File: config.mk
export PLATFORM = sky130hd
export DESIGN_NAME = pktbuf_ptr
export DESIGN_NICKNAME = d
export VERILOG_FILES = /design/src/rtl/pbp_pkg.sv /design/src/rtl/pbp_lane_fifo.sv /design/src/rtl/pbp_ptr_reg.sv /design/src/rtl/pktbuf_ptr.sv
export SDC_FILE = /design/constraint.sdc
export NUM_CORES = 1
export LEC_CHECK = 0
export CAP_MARGIN = 20
export CORE_MARGIN = 5
export CORE_UTILIZATION = 65
export DETAILED_ROUTE_END_ITERATION = 6
export DONT_BUFFER_PORTS = 1
export PLACE_DENSITY = 0.81
export REMOVE_ABC_BUFFERS = 1
export SLEW_MARGIN = 10
export SYNTH_ARGS = -nofsm -noshare
export SYNTH_HDL_FRONTEND = slang
export SYNTH_SLANG_ARGS = --single-unit
export TNS_END_PERCENT = 30
File: constraint.sdc
create_clock -name clk -period 7.6 [get_ports clk]
set_input_delay 0.38 -clock clk [delete_from_list [all_inputs] [get_ports clk]]
set_output_delay 0.38 -clock clk [all_outputs]
set_load 0.005 [all_outputs]
File: src/rtl/pbp_pkg.sv
// Shared constants, field positions and the access-size decode for the
// packet buffer pointer. Assumes a fixed 16-bit control word layout.
package pbp_pkg;
    localparam int OFF_W  = 11;   // byte offset width inside a packet
    localparam int MAXB   = 4;    // widest data-port access in bytes
    localparam int B_RCV  = 15;   // area select: 1 = receive
    localparam int B_AINC = 14;   // auto-increment enable
    localparam int B_RD   = 13;   // read mode

    typedef enum logic [1:0] {
        SZ_BYTE  = 2'd0,
        SZ_WORD  = 2'd1,
        SZ_DWORD = 2'd2,
        SZ_DWALT = 2'd3
    } dp_size_e;

    // Number of bytes moved by one data-port access of the given size.
    function automatic logic [2:0] size_bytes(input logic [1:0] sz);
        case (sz)
            SZ_BYTE: return 3'd1;
            SZ_WORD: return 3'd2;
            default: return 3'd4;
        endcase
    endfunction
endpackage

File: src/rtl/pbp_lane_fifo.sv
// Small FIFO that can push and pop several entries per cycle.
// Assumes: DEPTH is a power of two >= 2, the caller never pushes past
// free space or pops past the count, and flush beats push and pop.
module pbp_lane_fifo #(
    parameter int W     = 8,
    parameter int DEPTH = 4,
    parameter int LANES = 4,
    localparam int AW   = $clog2(DEPTH),
    localparam int CW   = $clog2(DEPTH + 1),
    localparam int NW   = $clog2(LANES + 1)
) (
    input  logic                      clk,
    input  logic                      rst_n,
    input  logic                      flush,
    input  logic [NW-1:0]             push_n,
    input  logic [LANES-1:0][W-1:0]   push_data,
    input  logic [NW-1:0]             pop_n,
    output logic [LANES-1:0][W-1:0]   head,
    output logic [CW-1:0]             count
);
    logic [W-1:0]  mem [DEPTH];
    logic [AW-1:0] wr_ptr, rd_ptr;

    // Pointer and occupancy bookkeeping.
    always_ff @(posedge clk) begin
        if (!rst_n || flush) begin
            wr_ptr <= '0;
            rd_ptr <= '0;
            count  <= '0;
        end else begin
            wr_ptr <= wr_ptr + AW'(push_n);
            rd_ptr <= rd_ptr + AW'(pop_n);
            count  <= count + CW'(push_n) - CW'(pop_n);
        end
    end

    // Storage write; data needs no reset because the count guards it.
    always_ff @(posedge clk) begin
        for (int i = 0; i < LANES; i++) begin
            if (NW'(i) < push_n)
                mem[AW'(wr_ptr + AW'(i))] <= push_data[i];
        end
    end

    // Expose the oldest LANES entries in order.
    for (genvar g = 0; g < LANES; g++) begin : g_head
        assign head[g] = mem[AW'(rd_ptr + AW'(g))];
    end
endmodule

File: src/rtl/pbp_ptr_reg.sv
// Control/pointer register: low-byte staging, load, auto-increment and
// the load-error flag. Assumes the caller only advances when an access
// is accepted, which never happens in a load cycle.
module pbp_ptr_reg
    import pbp_pkg::*;
(
    input  logic             clk,
    input  logic             rst_n,
    input  logic             reg_wr,
    input  logic [1:0]       reg_be,
    input  logic [15:0]      reg_wdata,
    input  logic             wr_pending,
    input  logic             adv_en,
    input  logic [2:0]       adv_by,
    output logic             commit,
    output logic             rcv,
    output logic             ainc,
    output logic             rd_mode,
    output logic [OFF_W-1:0] cpu_off,
    output logic             ld_err
);
    logic [7:0] lo_stage;
    logic       unused_bits;

    assign commit      = reg_wr && reg_be[1];
    assign unused_bits = ^reg_wdata[12:11];

    // Hold a lone low-byte write until the high byte arrives.
    always_ff @(posedge clk) begin
        if (!rst_n)
            lo_stage <= '0;
        else if (reg_wr && reg_be == 2'b01)
            lo_stage <= reg_wdata[7:0];
    end

    // Live pointer: load on high-byte write, otherwise advance.
    always_ff @(posedge clk) begin
        if (!rst_n) begin
            rcv     <= 1'b0;
            ainc    <= 1'b0;
            rd_mode <= 1'b0;
            cpu_off <= '0;
            ld_err  <= 1'b0;
        end else if (commit) begin
            rcv     <= reg_wdata[B_RCV];
            ainc    <= reg_wdata[B_AINC];
            rd_mode <= reg_wdata[B_RD];
            cpu_off <= {reg_wdata[OFF_W-1:8],
                        reg_be[0] ? reg_wdata[7:0] : lo_stage};
            ld_err  <= wr_pending;
        end else if (adv_en) begin
            cpu_off <= cpu_off + OFF_W'(adv_by);
        end
    end
endmodule

File: src/rtl/pktbuf_ptr.sv
// Packet buffer access pointer. Forms byte requests to packet memory from
// the pointer register, prefetches read bytes into a short FIFO and
// buffers write bytes until memory takes them. Memory read data must be
// valid in the handshake cycle. Assumes RDEPTH >= 4 and WDEPTH >= 4.
module pktbuf_ptr #(
    parameter int PN_W   = 6,
    parameter int RDEPTH = 4,
    parameter int WDEPTH = 4
) (
    input  logic                    clk,
    input  logic                    rst_n,
    input  logic                    reg_wr,
    input  logic [1:0]              reg_be,
    input  logic [15:0]             reg_wdata,
    output logic [15:0]             reg_rdata,
    output logic                    ld_err,
    input  logic [PN_W-1:0]         tx_pnum,
    input  logic [PN_W-1:0]         rx_pnum,
    input  logic                    dp_valid,
    input  logic [1:0]              dp_size,
    input  logic [31:0]             dp_wdata,
    output logic                    dp_ready,
    output logic [31:0]             dp_rdata,
    output logic                    mem_valid,
    input  logic                    mem_ready,
    output logic                    mem_we,
    output logic                    mem_rx,
    output logic [PN_W-1:0]         mem_pnum,
    output logic [pbp_pkg::OFF_W-1:0] mem_off,
    output logic [7:0]              mem_wdata,
    input  logic [7:0]              mem_rdata
);
    import pbp_pkg::*;

    localparam int EW  = 1 + PN_W + OFF_W + 8;
    localparam int RCW = $clog2(RDEPTH + 1);
    localparam int WCW = $clog2(WDEPTH + 1);
    localparam int NW  = $clog2(MAXB + 1);

    logic             commit, rcv, ainc, rd_mode, wr_pending, fire;
    logic [OFF_W-1:0] cpu_off;
    logic [2:0]       nb;
    logic [PN_W-1:0]  pnum_sel;
    logic             rd_ready, wr_ready, mem_fire, rflush;
    logic [RCW-1:0]   rcnt;
    logic [WCW-1:0]   wcnt;
    logic [NW-1:0]    rpush_n, rpop_n, wpush_n, wpop_n;
    logic [MAXB-1:0][7:0]    rpush_data, rhead;
    logic [MAXB-1:0][EW-1:0] wpush_data, whead;
    logic             unused_whead;

    pbp_ptr_reg u_reg (
        .clk(clk), .rst_n(rst_n), .reg_wr(reg_wr), .reg_be(reg_be),
        .reg_wdata(reg_wdata), .wr_pending(wr_pending),
        .adv_en(fire && ainc), .adv_by(nb), .commit(commit), .rcv(rcv),
        .ainc(ainc), .rd_mode(rd_mode), .cpu_off(cpu_off), .ld_err(ld_err)
    );

    // Access sizing, area selection and readback.
    assign nb         = size_bytes(dp_size);
    assign pnum_sel   = rcv ? rx_pnum : tx_pnum;
    assign wr_pending = (wcnt != '0);
    assign reg_rdata  = {rcv, ainc, rd_mode, 1'b0, wr_pending, cpu_off};

    // Data-port acceptance: never during a load, reads need enough bytes.
    assign rd_ready = !wr_pending && (int'(rcnt) >= int'(nb));
    assign wr_ready = (WDEPTH - int'(wcnt)) >= int'(nb);
    assign dp_ready = !commit && (rd_mode ? rd_ready : wr_ready);
    assign fire     = dp_valid && dp_ready;

    // Memory request: drain writes first, otherwise top up the prefetch.
    assign mem_valid = wr_pending || (rd_mode && int'(rcnt) < RDEPTH);
    assign mem_we    = wr_pending;
    assign mem_rx    = wr_pending ? whead[0][EW-1] : rcv;
    assign mem_pnum  = wr_pending ? whead[0][EW-2 -: PN_W] : pnum_sel;
    assign mem_off   = wr_pending ? whead[0][OFF_W+7:8]
                                  : cpu_off + OFF_W'(rcnt);
    assign mem_wdata = whead[0][7:0];
    assign mem_fire  = mem_valid && mem_ready;

    // Prefetch FIFO control: flush on load and after a non-advancing read.
    assign rpush_n    = (mem_fire && !mem_we) ? NW'(1) : '0;
    assign rpop_n     = (fire && rd_mode) ? NW'(nb) : '0;
    assign rflush     = commit || (fire && rd_mode && !ainc);
    assign rpush_data = {MAXB{mem_rdata}};

    // Write FIFO control: one entry per byte of a data-port write.
    assign wpush_n = (fire && !rd_mode) ? NW'(nb) : '0;
    assign wpop_n  = (mem_fire && mem_we) ? NW'(1) : '0;
    assign unused_whead = ^whead[MAXB-1:1];

    for (genvar g = 0; g < MAXB; g++) begin : g_lane
        assign wpush_data[g] = {rcv, pnum_sel, cpu_off + OFF_W'(g),
                                dp_wdata[8*g +: 8]};
        assign dp_rdata[8*g +: 8] = (3'(g) < nb) ? rhead[g] : 8'h00;
    end

    pbp_lane_fifo #(.W(8), .DEPTH(RDEPTH), .LANES(MAXB)) u_rfifo (
        .clk(clk), .rst_n(rst_n), .flush(rflush), .push_n(rpush_n),
        .push_data(rpush_data), .pop_n(rpop_n), .head(rhead), .count(rcnt)
    );

    pbp_lane_fifo #(.W(EW), .DEPTH(WDEPTH), .LANES(MAXB)) u_wfifo (
        .clk(clk), .rst_n(rst_n), .flush(1'b0), .push_n(wpush_n),
        .push_data(wpush_data), .pop_n(wpop_n), .head(whead), .count(wcnt)
    );
endmodule

# After elaboration in Yosys (flattened, before gate mapping)
# Memory sizes are Yosys's and may differ from the RTL's. A register that Yosys moved wholly into a read port is not among the register bits.
# Index checks and enable logic that the tools add are counted.
[classes]
n_div = 0
eq_ne = 2
reduce_logical = 27
n_mux = 44
multipliers = 0
n_shift = 0
n_addsub = 23
order_cmp = 15
bitwise = 0
[op_table]
columns = ["op", "n"]
rows = [
  ["$mux W8", 8],
  ["$mux W11", 3],
  ["$reduce_or A8 Y1", 3],
  ["$mux W1", 23],
  ["$add A11 B2 Y11 const B", 2],
  ["$add A11 B3 Y11", 2],
  ["$logic_and A1 B1 Y1", 13],
  ["$add A2 B2 Y2 const B", 6],
  ["$lt A1 B3 Y1 const A", 4],
  ["$lt A2 B3 Y1 const A", 4],
  ["$mux W6", 2],
  ["$add A11 B1 Y11 const B", 1],
  ["$mux W2", 5],
  ["$add A2 B1 Y2 const B", 3],
  ["$mux W3", 2],
  ["$pmux W3 S2", 1],
  ["$logic_not A1 Y1", 5],
  ["$add A2 B1 Y2", 2],
  ["$add A2 B2 Y2", 2],
  ["$eq A2 B1 Y1 const B", 2],
  ["$ge A4 B4 Y1", 1],
  ["$lt A2 B1 Y1 const A", 2],
  ["$sub A3 B3 Y4 const A", 1],
  ["$add A3 B1 Y3", 1],
  ["10 further kinds", 13],
]
[totals]
output_inout_bits = 78
n_memories = 2
in_bits = 77
romBits = 0
ram_bits = 136
reg_bits = 37
latchBits = 0
[mem_list]
columns = ["memory", "depth", "width", "rd", "rd_ports_with_merged_regs", "wr", "line", "source"]
rows = [
  ["u_wfifo.mem", 4, 26, 1, 1, 4, "pbp_lane_fifo.sv:21", "logic [W-1:0] mem [DEPTH];"],
  ["u_rfifo.mem", 4, 8, 4, 1, 1, "pbp_lane_fifo.sv:21", ""],
]

# Depth between registers and ports, before layout
[logic_depth]
depth_word = 13
mapped_depth = 22
ltp_nobuf = 20

# Cells and area by module
# Synthesis repeated with hierarchy kept, for this count alone.
[hier_totals]
cells_unflattened = 1426
hier_area_um2 = 14485.1
[modules_own_cells]
columns = ["module", "n_inst", "area_per_inst_um2", "cells_per_inst", "seq_area_each_um2"]
rows = [
  ["pbp_lane_fifo (u_wfifo)", 1, 8598.2, 776, 3263.1],
  ["pbp_lane_fifo (u_rfifo)", 1, 3091.7, 283, 1101.1],
  ["pktbuf_ptr", 1, 1540.2, 237, 0.0],
  ["pbp_ptr_reg", 1, 1255.0, 130, 460.4],
]

# Worst setup path after synthesis
# Ideal clock, no wire load.
[synth_timing]
path_type = "input to register"
startpoint = "in dp_size[0]"
endpoint = "reg u_rfifo.count[2]"
path_buffers = 2
arrival_time_ns = 3.715
cell_stages = 22
slack_ns = 3.752
cell_sequence = "nor2_1 > clkbuf_1 > inv_1 > ha_1 > buf_2 > inv_1 > ha_1 > a21oi_1 > o21ai_2 > a2bb2oi_4 > inv_2 > nand3_1 > nor2_1 > ha_1 > inv_1 > ha_1 > inv_1 > fa_1 > xor2_1 > xnor2_1 > xnor2_1 > nor2_1"
[synth_via]
elab_chain_len = 11
[synth_lines]
columns = ["element", "line", "source"]
rows = [
  ["start: declaration", "pktbuf_ptr.sv:20", "input logic [1:0] dp_size,"],
  ["$eq A2 B1 Y1 or $logic_not A2 Y1 (tied branches)", "pbp_pkg.sv:19", "case (sz)"],
  ["$pmux W3 S2 (*)", "pbp_pkg.sv:19", ""],
  ["$ge A3 B3 Y1", "pktbuf_ptr.sv:66", "assign rd_ready = !wr_pending && (int'(rcnt) >= int'(nb));"],
  ["$logic_and A1 B1 Y1", "pktbuf_ptr.sv:66", ""],
  ["$mux W1 (*)", "pktbuf_ptr.sv:68", "assign dp_ready = !commit && (rd_mode ? rd_ready : wr_ready);"],
  ["$logic_and A1 B1 Y1 (*)", "pktbuf_ptr.sv:68", ""],
  ["net dp_ready", "pktbuf_ptr.sv:22", "output logic dp_ready,"],
  ["$logic_and A1 B1 Y1 (*)", "pktbuf_ptr.sv:69", "assign fire = dp_valid && dp_ready;"],
  ["$logic_and A1 B1 Y1 (*)", "pktbuf_ptr.sv:83, pktbuf_ptr.sv:84", ""],
  ["branches (longest 3 deep; another with $sub A3 B3 Y3)", "--", ""],
  ["end signal: assignment", "pbp_lane_fifo.sv:33", "count <= count + CW'(push_n) - CW'(pop_n);"],
  ["end: declaration", "pbp_lane_fifo.sv:19", "output logic [CW-1:0] count"],
]
# Mark *: on every way through the listed nets, which the timed path passes.
# A chain may end at the register's enable or synchronous reset.

# Final worst setup path
[layout_timing]
startpoint = "in dp_size[1]"
endpoint = "reg u_rfifo.count[2]"
# The elaborated chain is that of the path after synthesis.

==> run_results.csv <==
group,metric,value,unit
status,outcome,"finished, violations left",
status,violations,"design-rule violations",
power_and_ir_drop,finalPower,3.05,mW
global_routing,antenna_found_initial,1,
synthesis,yosysTopAreaCell,"edfxtp_1",
placement,dp_hpwl,19000,µm
setup_path,r2r_start,"u_wfifo.count[0]$_SDFF_PN0_",
drt,first_pass_iters,7,
die,start_util,66.6,%
sta,maxSlewViolCount,0,
layout,syn_to_final_growth,5.45,%
cts,htreeDepth,4,
placement,gp_congestion,0.950,
layout,antenna_cells,0,
synthesis,synthCells,1002,
sta,hold_viol_final,0,
layout,multi_input_area,0.00581,mm²
layout,mostFrequentLayoutCell,"edfxtp_1",
drt,wl,28600,µm
layout,fillers,1238,
power_and_ir_drop,p_per_area,260,mW/mm²
synthesis,synth_compound_area_share,12.7,%
sta,worst_pin_slew,1130,ps
sta,fin_ws,3420,ps
die,rows,47,
cts,cts_setup_buffers,0,
sta,tns,0,ps
cts,clk_latency,430,ps
setup_path,path_cells,"nand2b_4 -> ha_1 -> inv_1 -> ha_1 -> nand2_1 -> o21ai_2 -> a2bb2oi_4 -> inv_2 -> nand3_1 -> nor2_1 -> ha_1 -> inv_1 -> ha_1 -> inv_1 -> fa_1 -> xor2_1 -> xnor2_1 -> xnor2_1 -> nor2_1",
setup_path,crit_path_start_kind,"input port",
synthesis,ys_seq_area_share,43.4,%
global_routing,grt_pass1_vias,8036,
cts,ctsResizeCount,0,
setup_path,cp.arrival,4470,ps
synthesis,synth.area.top_cells,"edfxtp_1 37%, mux4_2 12%, dfxtp_1 6.7%",
sta,fmax,0.239,GHz
synthesis,yosysUniqueCellTypes,81,
setup_path,slowest_delay,680,ps
layout,final_layout_size_suffix_gt1_share,15.5,%
layout,layout_common_cells,"136 x edfxtp_1, 100 x nand2_1, 66 x nor2_1",
drt,drcViolationCount,3,
power_and_ir_drop,power_leakage,4.08,nW
die,die_x,141,µm
setup_path,end_kind,"register",
placement,place_ws,3080,ps
cts,ctsHoldBuffers,0,
power_and_ir_drop,irDropWorstVdd,0.000185,V
setup_path,required,7890,ps
setup_path,cp_slowest_cell,"ha_1",
drt,vias_per_cell,6.96,
layout,fin_nets,1065,
synthesis,ys_ff_latch,173,
synthesis,synth_edf_count,136,
sta,finClkSkew,8.78,ps
global_routing,grt_first_pass_wirelength,44400,µm
synthesis,synth_mux_area_share,16.4,%
sta,rsz0062_at_grt,"false",
setup_path,cp_common_cell,"ha_1",
global_routing,grt_overflow,0,
die,dieArea,0.0198,mm²
cts,clock_path_buffers,2,
min_path,hp-class,"in2reg",
cts,cts_tree,"done",
drt,vias,8288,
cts,clock_sinks,173,
die,die_y,141,µm
synthesis,ys_warn_count,0,
die,core,0.0167,mm²
setup_path,startpoint,"dp_size[1]",
sta,slew_headroom,24.7,%
sta,hold_ws,51.8,ps
flow_run,max_cap_viol_count,0,
sta,period_share,54.9,%
global_routing,grt_max_degree,34,
synthesis,synth_top_family_by_area,"multiplexers",
placement,io_buffers,0,
setup_path,cp_max_fo,20,
layout,ff_latch_area,0.00483,mm²
synthesis,synth-simple-area-share,14.1,%
setup_path,critPathKind,"in2reg",
sta,min_period,4180,ps
die,num_io_pins,155,
synthesis,synth.top_cell.area_share,36.7,%
synthesis,async_flop_share,0,%
cts,cts.clk_slew.worst_paths,70,ps
synthesis,yosys.area_share.xor_xnor,5.12,%
drt,postRouteAntennaNets,0,
cts,cts_buffers,17,
synthesis,syn_avg_cell_area,11.1,µm²
drt,drtIter0Drc,988,
synthesis,synth_fa_ha_area_share,3.76,%
min_path,hp-start,"mem_rdata[0]",
synthesis,synth_area,0.0111,mm²
sta,setup_viol,0,
drt,avgRoutedWirePerCell,24.0,µm
global_routing,track_usage,28.7,%
cts,cts-root-buf,"clkbuf_16",
synthesis,ys.flop_type,"edfxtp_1",
flip-flops by register name, summed over array words and instances, names as in the netlist:
register	flops
u_wfifo.mem	104
u_reg.cpu_off	11
u_wfifo.count	3
u_rfifo.mem	32
u_rfifo.rd_ptr	2
u_wfifo.rd_ptr	2
u_reg.rd_mode	1
u_wfifo.wr_ptr	2
u_reg.rcv	1
u_rfifo.count	3
u_reg.lo_stage	8
u_reg.ld_err	1
u_rfifo.wr_ptr	2
u_reg.ainc	1
synthesized netlist by cell type, types with 5 or more instances:
library cell	number
mux2_2	13
and3_1	8
clkbuf_1	30
mux4_2	58
dfxtp_1	37
a22oi_1	21
nand3_1	12
xnor2_1	42
a21o_1	6
edfxtp_1	136
nor2_1	70
o21ai_0	46
xor2_1	23
a211oi_1	14
ha_1	27
nor2b_1	28
o22ai_1	12
inv_1	27
buf_2	32
mux2i_1	37
buf_1	5
a222oi_1	8
nor3_1	22
nand4_1	11
nand2b_1	6
buf_4	10
a21oi_1	34
nand2_1	100
and2_1	30
o21ai_1	10
per-stage QoR:
step / cell area (µm²) / util (%) / instances
after global routing: 11700 / 70.3 / 1190
after global placement: 11100 / 66.6 / 1155
after CTS: 11700 / 70.0 / 1187
after floorplan: 10700 / - / 922
final: 11700 / 70.3 / 1190
after detailed placement: 11100 / 66.6 / 1155
critical path: cells and delay by family:
family	cells	cell delay, ps
adder cells (fa/ha/maj)	5	1790
AO/OA/AOI/OAI	2	740
AND/OR/NAND/NOR	5	580
XOR/XNOR	3	480
buffers and inverters	4	470
cells by family after synthesis:
| group | Yosys count |
|---|---|
| AOI/OAI and AO/OA | 204 |
| xor gates and xnor gates | 65 |
| adders and majority gates | 31 |
| buffers and inverters | 109 |
| DFF | 173 |
| muxes | 108 |
| other | 1 |
| and+or+nand+nor | 311 |
power by group:
| part | leakage [nW] | internal (mW) | switching (mW) |
|---|---|---|---|
| logic | 2.25 | 0.349 | 0.565 |
| registers | 1.56 | 1.21 | 0.0962 |
| clock network | 0.273 | 0.458 | 0.379 |
| total | 4.08 | 2.01 | 1.04 |
worst paths after layout:
kind	cells after the start	slack, ps	to
max	19	3420	u_rfifo.count[2]$_SDFF_PP0_
max reg2reg	20	3460	u_rfifo.count[2]$_SDFF_PP0_
min reg2reg	2	520	u_reg.lo_stage[0]$_SDFFE_PN0P_
min	0	50	u_rfifo.mem[2][0]$_DFFE_PP_
routing by layer:
metal	global-route usage [%]	wire length (µm)	vias up
met1	37.5	10400	3988
met3	9.35	3530	85
met2	46.0	13800	536
li1	-	-	3677
met5	0	13	-
met4	8.82	835	2
area by class of cell:
| type | count | area share (%) |
|---|---|---|
| Multi-Input combinational cell | 720 | 49.5 |
| Sequential cell | 173 | 41.2 |
| Clock buffer | 18 | 3.66 |
| Tap cell | 220 | 2.35 |
| Timing Repair Buffer | 16 | 1.23 |
| Clock inverter | 14 | 1.18 |
| Inverter | 29 | 0.938 |
Power figures use the tool's default switching activity.
